`config.mk`:
```
export PLATFORM = sky130hd
export DESIGN_NAME = spi_clkdiv
export DESIGN_NICKNAME = d
export VERILOG_FILES = /design/src/rtl/spi_clkdiv_pkg.sv /design/src/rtl/spi_clkdiv_shadow.sv /design/src/rtl/spi_clkdiv_rate.sv /design/src/rtl/spi_clkdiv_gen.sv /design/src/rtl/spi_clkdiv.sv
export SDC_FILE = /design/constraint.sdc
export NUM_CORES = 1
export LEC_CHECK = 0
export BUFFER_PORTS_ARGS = -buffer_cell sky130_fd_sc_hd__buf_2
export CAP_MARGIN = 40
export CORE_ASPECT_RATIO = 0.75
export CORE_UTILIZATION = 45
export DETAILED_ROUTE_END_ITERATION = 10
export SLEW_MARGIN = 20
export SYNTH_ARGS = -nofsm -noshare
export SYNTH_HDL_FRONTEND = slang
export SYNTH_SLANG_ARGS = --single-unit
```
`constraint.sdc`:
```
create_clock -name clk -period 3.4 [get_ports clk]
set_input_delay 0.68 -clock clk [delete_from_list [all_inputs] [get_ports clk]]
set_output_delay 0.68 -clock clk [all_outputs]
set_load 0.05 [all_outputs]
```
`src/rtl/spi_clkdiv_pkg.sv`:
```
package spi_clkdiv_pkg;

   // Division scheme selected by the mode bit of the configuration word
   typedef enum logic {
      DIV_EXP = 1'b0,   // module clock / 2^n
      DIV_LIN = 1'b1    // module clock / (2*(n+1))
   } div_mode_e;

   // Bits needed for the largest half period of each scheme
   function automatic int lin_half_bits(input int lin_w);
      return lin_w + 1;
   endfunction

   function automatic int exp_half_bits(input int exp_w);
      return (1 << exp_w) - 1;
   endfunction

   function automatic int max_int(input int a, input int b);
      return (a > b) ? a : b;
   endfunction

endpackage

```
`src/rtl/spi_clkdiv_shadow.sv`:
```
module spi_clkdiv_shadow
   import spi_clkdiv_pkg::*;
#(
   parameter int LIN_W = 8,
   parameter int EXP_W = 4,
   localparam int CFG_W   = LIN_W + EXP_W + 1,
   localparam int LIN_LSB = 0,
   localparam int EXP_LSB = LIN_W,
   localparam int SEL_POS = LIN_W + EXP_W
) (
   input  logic             clk,
   input  logic             rst_n,
   input  logic             run,
   input  logic [CFG_W-1:0] cfg_word,
   output div_mode_e        mode_q,
   output logic [LIN_W-1:0] lin_q,
   output logic [EXP_W-1:0] exp_q
);

   logic [LIN_W-1:0] lin_field;
   logic [EXP_W-1:0] exp_field;
   div_mode_e        mode_field;

   always_comb begin
      lin_field  = cfg_word[LIN_LSB +: LIN_W];
      exp_field  = cfg_word[EXP_LSB +: EXP_W];
      mode_field = div_mode_e'(cfg_word[SEL_POS]);
   end

   // Capture only while idle; hold for the whole transfer
   always_ff @(posedge clk or negedge rst_n) begin
      if (!rst_n) begin
         mode_q <= DIV_EXP;
         lin_q  <= '0;
         exp_q  <= '0;
      end else if (!run) begin
         mode_q <= mode_field;
         lin_q  <= lin_field;
         exp_q  <= exp_field;
      end
   end

endmodule

```
`src/rtl/spi_clkdiv_rate.sv`:
```
module spi_clkdiv_rate
   import spi_clkdiv_pkg::*;
#(
   parameter int LIN_W  = 8,
   parameter int EXP_W  = 4,
   parameter int HALF_W = 15,
   localparam int EXP_STEPS = (1 << EXP_W)
) (
   input  div_mode_e         mode,
   input  logic [LIN_W-1:0]  lin_n,
   input  logic [EXP_W-1:0]  exp_n,
   output logic [HALF_W-1:0] half
);

   logic [HALF_W-1:0] lin_half;
   logic [HALF_W-1:0] exp_half;

   // Linear scheme: half period is n+1 module cycles
   always_comb begin
      lin_half = HALF_W'(lin_n) + HALF_W'(1);
   end

   // Exponent scheme: half period is 2^(n-1); exponent 0 and 1 both give 1
   // Built as a one-hot decode, one generated term per bit position
   generate
      for (genvar b = 0; b < HALF_W; b++) begin : g_pow
         if (b == 0) begin : g_lsb
            assign exp_half[b] = (exp_n == EXP_W'(0)) || (exp_n == EXP_W'(1));
         end else if (b + 1 < EXP_STEPS) begin : g_mid
            assign exp_half[b] = (exp_n == EXP_W'(b + 1));
         end else begin : g_top
            assign exp_half[b] = 1'b0;
         end
      end
   endgenerate

   always_comb begin
      half = (mode == DIV_LIN) ? lin_half : exp_half;
   end

endmodule

```
`src/rtl/spi_clkdiv_gen.sv`:
```
module spi_clkdiv_gen #(
   parameter int HALF_W = 15
) (
   input  logic              clk,
   input  logic              rst_n,
   input  logic              run,
   input  logic              idle_level,
   input  logic [HALF_W-1:0] half,
   output logic              sck,
   output logic              rise_tick,
   output logic              fall_tick
);

   logic [HALF_W-1:0] phase_cnt;
   logic              phase_end;

   always_comb begin
      phase_end = (phase_cnt == (half - HALF_W'(1)));
   end

   always_ff @(posedge clk or negedge rst_n) begin
      if (!rst_n) begin
         phase_cnt <= '0;
         sck       <= 1'b0;
         rise_tick <= 1'b0;
         fall_tick <= 1'b0;
      end else if (!run) begin
         phase_cnt <= '0;
         sck       <= idle_level;
         rise_tick <= 1'b0;
         fall_tick <= 1'b0;
      end else if (phase_end) begin
         phase_cnt <= '0;
         sck       <= ~sck;
         rise_tick <= ~sck;
         fall_tick <= sck;
      end else begin
         phase_cnt <= phase_cnt + HALF_W'(1);
         rise_tick <= 1'b0;
         fall_tick <= 1'b0;
      end
   end

endmodule

```
`src/rtl/spi_clkdiv.sv`:
```
module spi_clkdiv
   import spi_clkdiv_pkg::*;
#(
   parameter int LIN_W = 8,
   parameter int EXP_W = 4,
   localparam int CFG_W  = LIN_W + EXP_W + 1,
   localparam int HALF_W = max_int(lin_half_bits(LIN_W), exp_half_bits(EXP_W))
) (
   input  logic             clk,
   input  logic             rst_n,
   input  logic             run,
   input  logic [CFG_W-1:0] cfg_word,
   input  logic             idle_level,
   output logic             sck,
   output logic             rise_tick,
   output logic             fall_tick
);

   // Elaboration-time parameter checks
   generate
      if (LIN_W < 1 || LIN_W > 16) begin : g_bad_lin
         $error("spi_clkdiv: LIN_W must lie in 1..16");
      end
      if (EXP_W < 1 || EXP_W > 5) begin : g_bad_exp
         $error("spi_clkdiv: EXP_W must lie in 1..5");
      end
   endgenerate

   div_mode_e         mode_q;
   logic [LIN_W-1:0]  lin_q;
   logic [EXP_W-1:0]  exp_q;
   logic [HALF_W-1:0] half;

   spi_clkdiv_shadow #(
      .LIN_W (LIN_W),
      .EXP_W (EXP_W)
   ) u_shadow (
      .clk      (clk),
      .rst_n    (rst_n),
      .run      (run),
      .cfg_word (cfg_word),
      .mode_q   (mode_q),
      .lin_q    (lin_q),
      .exp_q    (exp_q)
   );

   spi_clkdiv_rate #(
      .LIN_W  (LIN_W),
      .EXP_W  (EXP_W),
      .HALF_W (HALF_W)
   ) u_rate (
      .mode  (mode_q),
      .lin_n (lin_q),
      .exp_n (exp_q),
      .half  (half)
   );

   spi_clkdiv_gen #(
      .HALF_W (HALF_W)
   ) u_gen (
      .clk        (clk),
      .rst_n      (rst_n),
      .run        (run),
      .idle_level (idle_level),
      .half       (half),
      .sck        (sck),
      .rise_tick  (rise_tick),
      .fall_tick  (fall_tick)
   );

endmodule

```
==> out/summary.txt, run 1 <==
outcome: completed
die area: 0.00592 mm^2
combinational power share: 30.7%
Pwr Density: 372 mW/mm^2
Placed Cells: 374
critical path, cell by cell: ha_1 -> xor2_1 -> o311a_1 -> a311o_1 -> a2111oi_2 -> mux2i_1 -> nand4_2 -> or4_1 -> a31oi_1
GRT Util Overall: 23.3%
final hold violations: 0
CTS max path bufs: 2
Worst R2R Path Depth: 9
Top FF cell, synth: dfrtp_1
normalized max-slew margin: 51.1%
Max Cap Viol: 0
IO Pins: 20
initial core utilization: 46.9%
syn avg cell area: 8.77 um^2
Max Fanout on Critical Path: 4
Final min period: 3.13 ns
via count: 2150
Final setup viols: 0
pre-CTS setup slack: 0.241 ns
share of layout cells above drive strength 1: 22.5%
GPL Wtd Cong: 0.891
Flop pwr share: 40.8%
Vert. Die Dim: 66.9 um
post-synthesis sequential area ratio: 30.7%
HPWL after detailed placement: 4400 um
Worst-path clk slew: 0.07 ns
crit end category: flop
Worst Skew: 0.00412 ns
unrepaired setup endpoints after global routing: no
Via density: 5.64
global-route wire length before repair: 10400 um
Clk network pwr share: 28.4%
Final #Nets: 326
Max stage delay on crit path: 0.54 ns
fin cells: 381
Async S/R FF share, synth: 100%
Fin Hold WS: 0.452 ns
initial antenna violation count: 0
vias in the first global route: 1994
Iter 0 DRT Violations: 77
Hold-fix buffers, CTS: 0
worst path bufs/invs: 0
CTS root buffer: clkbuf_8
Fmax achieved: 320 MHz
postcts setup bufs: 0
Net Sw Frac: 33.7%
WP data arrival: 3.33 ns
synth cell count leaders: dfrtp_1 (31), nand2_1 (29), nor2_1 (25)
largest area contributor in the netlist: dfrtp_1
largest net degree at the start of global routing: 33
antenna diode count: 0
crit path launch type: flop
Required @ worst endpoint: 3.60 ns
Core Area: 0.00538 mm^2
final antenna-violating net count: 0
DRC Markers: 0
H-tree depth: 2
CTS tree: built
final setup TNS: 0 ns
area fraction of the dominant cell type after synthesis: 30.7%
number of synthesized flops with an enable pin: 0
top post-synthesis cells by area: dfrtp_1 (31%), mux2_2 (6.2%), xnor2_1 (6.2%)
post-synth cell types: 63
gr ovfl total: 0
syn nets: 308
Post-Syn Area: 0.00253 mm^2
Port Buffers: 19
leak pwr: 1.21 nW
most common cell in the synthesized netlist: dfrtp_1
width of the die: 88.5 um
Hold Crit Class: in -> async
sw power: 0.351 mW
Yosys Warn Count: 0
Worst-Skew Late Latency: 0.28 ns
Rows: 23
Worst path slowest cell: or4_1
Pint: 0.692 mW
cell family with most CP delay: compound AO/OA/AOI/OAI gates
routed wire length: 5970 um
wire per inst: 15.7 um
cts bufs inserted: 5
Final Max Tran Viols: 0
CTS resizes: 0
Tcrit/Tclk final: 92.0%
Yosys reg bits: 31
critical path depth: 9
Layout area overhead: 11.0%
CP Class: reg -> reg
1st-pass router iterations: 4
Slew @ Worst Pin: 0.734 ns
Setup WS post-layout: 0.273 ns
VDD IR-drop max: 155 uV
clk sink count: 31
post-synthesis cell count: 288
sequential cells by signal, indices dropped and copies added (netlist names):
name / count
u_shadow.lin_q: 8
u_gen.sck: 1
u_shadow.exp_q: 4
u_gen.fall_tick: 1
u_gen.rise_tick: 1
u_shadow.mode_q: 1
u_gen.phase_cnt: 15
path summary, 6_finish.rpt:
check	slack [ns]	to	start
max	0.27	u_gen.sck$_DFFE_PN0P_	u_shadow.lin_q[0]$_DFFE_PN0N_
min	0.45	u_shadow.exp_q[1]$_DFFE_PN0N_	rst_n
max reg2reg	0.27	u_gen.sck$_DFFE_PN0P_	u_shadow.lin_q[0]$_DFFE_PN0N_
min reg2reg	0.59	u_gen.fall_tick$_DFF_PN0_	u_gen.sck$_DFFE_PN0P_
max in group asynchronous	2.48	u_shadow.lin_q[7]$_DFFE_PN0N_	rst_n
min in group clk	0.59	u_gen.fall_tick$_DFF_PN0_	u_gen.sck$_DFFE_PN0P_
cells in the final DEF, fill, tap and decap left out, drive strengths merged, types with 5 or more instances in the layout:
cell type,instances
inv,9
nand3,16
xnor2,18
o21ai,10
nand4,7
buf,31
mux2,15
nor2,25
mux2i,6
and3,9
a21oi,9
dfrtp,31
clkbuf,6
nor3,5
nand2,29
nor3b,7
xor2,7
logic make-up (layout without fill, tap and decap cells):
| family | Yosys count | in the layout | synth area share [%] |
|---|---|---|---|
| XOR/XNOR | 26 | 26 | 9.56 |
| multiplexers | 21 | 21 | 9.06 |
| AND/OR/NAND/NOR | 131 | 131 | 29.8 |
| flip-flops | 31 | 31 | 30.7 |
| buffers and inverters | 29 | 47 | 5.00 |
| AO/OA/AOI/OAI | 47 | 47 | 14.4 |
| adder cells (fa/ha/maj) | 3 | 3 | 1.49 |
metrics by stage:
| step | power (mW) | util, % | instance area [um^2] |
|---|---|---|---|
| after floorplan | 0.659 | - | 2530 |
| after global placement | 0.742 | 50.4 | 2710 |
| after detailed placement | 0.746 | 50.4 | 2710 |
| after CTS | 1.05 | 52.0 | 2800 |
| after global routing | 1.11 | 52.1 | 2810 |
| final | 1.04 | 52.1 | 2810 |
power groups by stage:
stage / sequential [mW] / clock [mW] / combinational (mW)
final: 0.425 / 0.297 / 0.321
after global routing: 0.430 / 0.327 / 0.354
after floorplan: 0.423 / 0 / 0.236
after CTS: 0.425 / 0.307 / 0.316
after detailed placement: 0.432 / 0 / 0.314
after global placement: 0.431 / 0 / 0.312
worst register-to-register path, cell delays in order, from the launching register on:
cell and delay [ns]:
dfrtp_1 0.39, ha_1 0.26, xor2_1 0.18, o311a_1 0.33, a311o_1 0.39, a2111oi_2 0.33
mux2i_1 0.27, nand4_2 0.18, or4_1 0.54, a31oi_1 0.19
area by class of cell:
type / count / area [um^2]
clock buffer: 6 / 82.6
sequential: 31 / 776
timing repair buffer: 31 / 185
multi-input combinational: 228 / 1630
inverter: 9 / 33.8
tap: 75 / 93.8
fill: 525 / 2580
clock inverter: 1 / 5.00
per-layer routing:
layer  routed length (um)  vias to the layer above  global-route usage [%]
li1                     -                     1079                       -
met1                 3130                     1019                    34.9
met2                 2470                       42                    31.9
met3                  314                       10                    6.20
met4                   65                        0                    7.06
met5                    0                        -                       0
(Power assumes the default switching activity.)
==> run 2: changes to the inputs <==
--- a/config.mk
+++ b/config.mk
@@ -10,6 +10,7 @@
 export CORE_ASPECT_RATIO = 0.75
 export CORE_UTILIZATION = 45
 export DETAILED_ROUTE_END_ITERATION = 10
+export PLACE_DENSITY = 0.65
 export SLEW_MARGIN = 20
 export SYNTH_ARGS = -nofsm -noshare
 export SYNTH_HDL_FRONTEND = slang
==> constraint.sdc (replaced) <==
create_clock -name clk -period 2.83 [get_ports clk]
set_input_delay 0.566 -clock clk [delete_from_list [all_inputs] [get_ports clk]]
set_output_delay 0.566 -clock clk [all_outputs]
set_load 0.05 [all_outputs]
==> out/summary.txt, run 2 (same netlist as run 1, synthesis figures left out) <==
biggest regs: u_gen.phase_cnt x15, u_shadow.lin_q x8, u_shadow.exp_q x4
failing checks: negative setup slack
CP Class: reg -> reg
Worst path slowest cell: or4_1
max reg flops: 15 (unchanged)
clk sink count: 31 (unchanged)
sw power: 0.446 mW (+27%)
CTS root buffer: clkbuf_8
wire per inst: 15.5 um (-1.1%)
GRT Util Overall: 23.3% (about the same)
CTS tree: built
WP data arrival: 3.09 ns (-0.24 ns)
VDD IR-drop max: 220 uV (+42%)
Final Max Tran Viols: 0 (unchanged)
routed wire length: 6320 um (+5.9%)
fin cells: 408 (+7.1%)
initial core utilization: 46.9% (unchanged)
Flop pwr share: 38.5% (-2.3 points)
Tcrit/Tclk final: 102% (+9.6 points)
Final min period: 2.87 ns (-0.253 ns)
Layout Utilization: 56.3% (+4.2 points)
DRC Markers: 0 (unchanged)
Required @ worst endpoint: 3.04 ns (-0.56 ns)
Most flops, register: u_gen.phase_cnt
CTS max path bufs: 2 (unchanged)
final hold violations: 0 (unchanged)
IO Pins: 20 (unchanged)
Final setup viols: 15 (+15)
cts bufs inserted: 5 (unchanged)
pre-CTS setup slack: -0.133 ns (-0.374 ns)
combinational power share: 35.3% (+4.6 points)
via count: 2281 (+6.1%)
vias in the first global route: 2105 (+5.6%)
Hold-fix buffers, CTS: 0 (unchanged)
Hold Crit Class: in -> async
crit end category: flop
gr ovfl total: 0 (unchanged)
die area: 0.00592 mm^2 (unchanged)
routed wl met2: 2650 um (+7.4%)
Port Buffers: 19 (unchanged)
Rows: 23 (unchanged)
Setup WS post-layout: -0.0439 ns (-0.317 ns)
Worst-path clk slew: 0.07 ns (about the same)
outcome: finished, violations left
Clk network pwr share: 26.2% (-2.2 points)
Iter 0 DRT Violations: 133 (+73%)
Pwr Density: 433 mW/mm^2 (+16%)
Max Cap Viol: 0 (unchanged)
fill cell count: 513 (-2.3%)
Net Sw Frac: 34.0% (+0.32 points)
normalized max-slew margin: 59.1% (+8.0 points)
Worst-Skew Late Latency: 0.29 ns (about the same)
global-route wire length before repair: 10300 um (-0.39%)
final setup TNS: -0.126 ns (-0.126 ns)
Core Area: 0.00538 mm^2 (unchanged)
HPWL after detailed placement: 4660 um (+5.9%)
Pint: 0.866 mW (+25%)
Worst Skew: 0.00425 ns (+0.000124 ns)
initial antenna violation count: 0 (unchanged)
Vert. Die Dim: 66.9 um (unchanged)
Layout area overhead: 20.0%
H-tree depth: 2 (unchanged)
unrepaired setup endpoints after global routing: yes
commonest non-fill, non-tap cell in the layout: buf_4
Max stage delay on crit path: 0.43 ns (-0.11 ns)
critical path, cell by cell: ha_2 -> xor2_1 -> o311a_1 -> a311o_1 -> a2111oi_4 -> mux2i_1 -> nand4_2 -> or4_1 -> a31oi_1
Routed met3 length: 323 um (+2.9%)
Fmax achieved: 348 MHz (+8.8%)
share of layout cells above drive strength 1: 29.7% (+7.2 points)
Metal-1 WL: 3280 um (+5.0%)
crit path launch type: flop
leak pwr: 1.33 nW (+10%)
Max Fanout on Critical Path: 3 (-1)
largest net degree at the start of global routing: 33 (unchanged)
Via density: 5.59 (-0.93%)
GPL Wtd Cong: 0.912 (+2.3%)
DR top layer: met4
final antenna-violating net count: 0 (unchanged)
Final #Nets: 352 (+8.0%)
Placed Cells: 398 (+6.4%)
width of the die: 88.5 um (unchanged)
1st-pass router iterations: 4 (unchanged)
commonest non-fill, non-tap cells in the layout: buf_4 (37), nand2_1 (29), dfrtp_1 (29)
Slew @ Worst Pin: 0.613 ns (-0.121 ns)
antenna diode count: 0 (unchanged)
==> run 2: cell types whose count changed in the layout (fill, tap and decap cells not counted) <==
cell       change
a2111oi_4      +1
buf_4         +25
dfrtp_1        -2
clkbuf_8       -1
buf_12         +1
dfrtp_2        +2
ha_1           -2
a2111oi_2      -1
clkbuf_1       +2
a21oi_1        -1
ha_2           +2
a21oi_2        +1
==> run 2: final timing paths <==
path	from	to	slack [ns]	cells past startpoint
max	u_shadow.lin_q[0]$_DFFE_PN0N_	u_gen.sck$_DFFE_PN0P_	-0.04	9
min	rst_n	u_shadow.exp_q[3]$_DFFE_PN0N_	0.22	2
max reg2reg	u_shadow.lin_q[0]$_DFFE_PN0N_	u_gen.sck$_DFFE_PN0P_	-0.04	9
min reg2reg	u_gen.phase_cnt[0]$_DFF_PN0_	u_gen.phase_cnt[0]$_DFF_PN0_	0.58	1
max in group asynchronous	rst_n	u_shadow.mode_q$_DFFE_PN0N_	2.42	2
min in group clk	cfg_word[2]	u_shadow.lin_q[2]$_DFFE_PN0N_	0.50	2
==> run 2: repair_timing <==
item,4_1_cts,5_1_grt
setup buffers,0,1
pin swaps,1,3
resized for setup,3,0
setup endpoints to repair,17,17
==> run 2: power by group through the flow <==
stage	combinational, mW	clock, mW	sequential (mW)
final	0.463	0.344	0.505
after global routing	0.499	0.372	0.509
after CTS	0.455	0.352	0.504
after detailed placement	0.447	0	0.512
after global placement	0.441	0	0.511
after floorplan	0.291	0	0.508
==> run 2: area by class of cell <==
type | instances | area, um^2 | area share, %
Tap cell | 75 | 93.8 | 3.10
Clock inverter | 1 | 5.00 | 0.165
Multi-Input combinational cell | 228 | 1650 | 54.5
Sequential cell | 31 | 778 | 25.7
Timing Repair Buffer | 57 | 393 | 13.0
Clock buffer | 7 | 76.3 | 2.52
Inverter | 9 | 33.8 | 1.11
==> run 2: metrics by stage <==
stage,power [mW],area [um^2],hold WS (ns)
floorplan,0.800,2550,0.270
finish,1.31,3030,0.223
global route,1.38,3030,0.244
global placement,0.952,2910,0.558
CTS,1.31,3000,0.366
detailed placement,0.959,2910,0.567
==> run 2: critical path: cells and delay by family (launching register included) <==
| family | cells | cell delay, ns |
|---|---|---|
| AOI/OAI and AO/OA | 4 | 1.10 |
| xor gates and xnor gates | 1 | 0.16 |
| adders and majority gates | 1 | 0.21 |
| DFF | 1 | 0.41 |
| muxes | 1 | 0.31 |
| and+or+nand+nor | 2 | 0.59 |
==> run 2: metal layers <==
| metal | vias up | track usage (%) |
|---|---|---|
| met3 | 8 | 4.96 |
| met5 | - | 0 |
| met1 | 1086 | 34.6 |
| met4 | 0 | 6.05 |
| met2 | 57 | 33.7 |
| li1 | 1130 | - |
==> run 3: changes to the inputs <==
--- a/config.mk
+++ b/config.mk
@@ -5,12 +5,11 @@
 export SDC_FILE = /design/constraint.sdc
 export NUM_CORES = 1
 export LEC_CHECK = 0
-export BUFFER_PORTS_ARGS = -buffer_cell sky130_fd_sc_hd__buf_2
 export CAP_MARGIN = 40
 export CORE_ASPECT_RATIO = 0.75
 export CORE_UTILIZATION = 45
 export DETAILED_ROUTE_END_ITERATION = 10
-export PLACE_DENSITY = 0.65
+export DONT_BUFFER_PORTS = 1
 export SLEW_MARGIN = 20
 export SYNTH_ARGS = -nofsm -noshare
 export SYNTH_HDL_FRONTEND = slang
==> constraint.sdc (replaced) <==
create_clock -name clk -period 3.6 [get_ports clk]
set_input_delay 0.72 -clock clk [delete_from_list [all_inputs] [get_ports clk]]
set_output_delay 0.72 -clock clk [all_outputs]
set_load 0.05 [all_outputs]
==> out/summary.txt, run 3 (same netlist as run 1, synthesis figures left out) <==
Layout area overhead: 5.65%
final antenna-violating net count: 0 (unchanged)
Pint: 0.626 mW (-28%)
Final setup viols: 0 (-15)
GRT Util Overall: 22.0% (-1.3 points)
critical path, cell by cell: ha_1 -> xor2_1 -> o311a_1 -> a311o_1 -> a2111oi_1 -> mux2i_1 -> nand4_2 -> or4_1 -> a31oi_1
Final Max Tran Viols: 0 (unchanged)
reg2reg start: u_shadow.lin_q[0]$_DFFE_PN0N_
Worst-path clk slew: 0.07 ns (about the same)
Iter 0 DRT Violations: 89 (-33%)
Worst path slowest cell: or4_1
Placed Cells: 351 (-12%)
Rows: 23 (unchanged)
Vert. Die Dim: 66.9 um (unchanged)
Net Sw Frac: 34.2% (+0.25 points)
crit path launch type: flop
Max stage delay on crit path: 0.52 ns (+0.09 ns)
Via density: 5.76 (+3.1%)
grt peak-use layer: met1
IO Pins: 20 (unchanged)
Required @ worst endpoint: 3.82 ns (+0.78 ns)
Fmax achieved: 309 MHz (-11%)
unrepaired setup endpoints after global routing: no
Max Fanout on Critical Path: 9 (+6)
fill cell count: 561 (+9.4%)
met3 Resource Use GR: 5.33% (+0.37 points)
RR Endpoint: u_gen.sck$_DFFE_PN0P_
Tot Pwr: 0.951 mW (-27%)
cts bufs inserted: 5 (unchanged)
share of layout cells above drive strength 1: 15.5% (-14 points)
via count: 2069 (-9.3%)
cell family with most CP delay: compound AO/OA/AOI/OAI gates
GPL Wtd Cong: 0.909 (-0.34%)
combinational power share: 27.7% (-7.6 points)
Final min period: 3.24 ns (+0.365 ns)
clk sink count: 31 (unchanged)
Final #Nets: 303 (-14%)
normalized max-slew margin: 61.0% (+1.9 points)
Clk network pwr share: 29.2% (+3.0 points)
postcts setup bufs: 0 (unchanged)
GRT met2 Usage: 28.6% (-5.1 points)
HPWL after detailed placement: 4280 um (-8.3%)
critical path depth: 9 (unchanged)
gr ovfl total: 0 (unchanged)
max reg flops: 15 (unchanged)
leak pwr: 1.10 nW (-17%)
Hold-fix buffers, CTS: 0 (unchanged)
Tcrit/Tclk final: 90.0% (-12 points)
Worst-Skew Late Latency: 0.29 ns (about the same)
CP Class: reg -> reg
commonest non-fill, non-tap cell in the layout: dfrtp_1
width of the die: 88.5 um (unchanged)
met1 Use GR: 34.4% (-0.26 points)
DRC Markers: 0 (unchanged)
Most flops, register: u_gen.phase_cnt
H-tree depth: 2 (unchanged)
initial antenna violation count: 0 (unchanged)
WP data arrival: 3.46 ns (+0.37 ns)
fin cells: 359 (-12%)
commonest non-fill, non-tap cells in the layout: dfrtp_1 (31), nand2_1 (29), nor2_1 (25)
Hold Crit Class: in -> async
Port Buffers: 0 (-19)
final setup TNS: 0 ns (+0.126 ns)
wire per inst: 16.7 um (+7.9%)
CTS resizes: 0 (-3)
R2R setup slack: 0.36 ns (+0.41 ns)
vias in the first global route: 1800 (-14%)
sw power: 0.326 mW (-27%)
routed wire length: 6010 um (-5.0%)
largest net degree at the start of global routing: 33 (unchanged)
antenna diode count: 0 (unchanged)
CP Capture Point: u_gen.sck$_DFFE_PN0P_
Worst Skew: 0.00483 ns (+0.000585 ns)
Pwr Density: 356 mW/mm^2 (-18%)
Worst R2R Path Depth: 9 (unchanged)
1st-pass router iterations: 4 (unchanged)
worst path bufs/invs: 0 (unchanged)
global-route wire length before repair: 9580 um (-7.3%)
outcome: completed
Flop pwr share: 43.1% (+4.6 points)
CTS max path bufs: 2 (unchanged)
crit end category: flop
VDD IR-drop max: 207 uV (-6.2%)
Core Area: 0.00538 mm^2 (unchanged)
Slew @ Worst Pin: 0.584 ns (-0.0294 ns)
Max Cap Viol: 0 (unchanged)
die area: 0.00592 mm^2 (unchanged)
biggest regs: u_gen.phase_cnt x15, u_shadow.lin_q x8, u_shadow.exp_q x4
CTS tree: built
initial core utilization: 46.9% (unchanged)
CTS root buffer: clkbuf_8
final hold violations: 0 (unchanged)
critical path startpoint: u_shadow.lin_q[0]$_DFFE_PN0N_
run 3: cell count changes in the layout (fill, tap and decap cells not counted), moves of 2 or more:
| cell | delta |
|---|---|
| buf_2 | -19 |
| buf_4 | -29 |
| dfrtp_1 | +2 |
| dfrtp_2 | -2 |
| ha_1 | +2 |
| ha_2 | -2 |
run 3: power groups by stage:
stage	Clock, mW	Combinational [mW]	Sequential, mW
floorplan	0	0.223	0.399
global placement	0	0.258	0.416
detailed placement	0	0.258	0.416
CTS	0.283	0.260	0.409
global route	0.299	0.286	0.414
finish	0.278	0.264	0.410
run 3: worst register-to-register path, stage by stage, from the launching register on:
cell	delay, ns
dfrtp_1	0.47
ha_1	0.26
xor2_1	0.16
o311a_1	0.33
a311o_1	0.37
a2111oi_1	0.42
mux2i_1	0.29
nand4_2	0.17
or4_1	0.52
a31oi_1	0.17
run 3: how the worst min path moves through the flow:
stage / start / endpoint / slack [ns]
floorplan: rst_n / u_gen.fall_tick$_DFF_PN0_ / 0.42
global placement: rst_n / u_shadow.exp_q[1]$_DFFE_PN0N_ / 0.43
detailed placement: rst_n / u_shadow.exp_q[3]$_DFFE_PN0N_ / 0.43
CTS: rst_n / u_shadow.mode_q$_DFFE_PN0N_ / 0.11
global route: rst_n / u_shadow.exp_q[3]$_DFFE_PN0N_ / 0.10
finish: rst_n / u_shadow.exp_q[3]$_DFFE_PN0N_ / 0.12
run 3: metrics by stage:
step	hold WS [ns]	util [%]	instance area, um^2	worst slack [ns]
floorplan	0.424	-	2530	0.468
detailed placement	0.426	48.1	2590	0.370
global route	0.101	49.6	2670	0.207
finish	0.116	49.6	2670	0.362
CTS	0.112	49.6	2670	0.356
global placement	0.425	48.1	2590	0.445
run 3: cell type report:
cell class / count / area [um^2] / area share [%]
clock inverter: 1 / 5.00 / 0.188
tap: 75 / 93.8 / 3.52
sequential: 31 / 776 / 29.1
multi-input combinational: 228 / 1620 / 60.9
clock buffer: 7 / 76.3 / 2.86
inverter: 9 / 33.8 / 1.27
timing repair buffer: 8 / 60.1 / 2.25
run 3: layer usage:
metal	up-vias	wire length (um)
li1	1032	-
met2	38	2340
met1	987	3270
met3	12	300
met4	0	98
met5	-	0
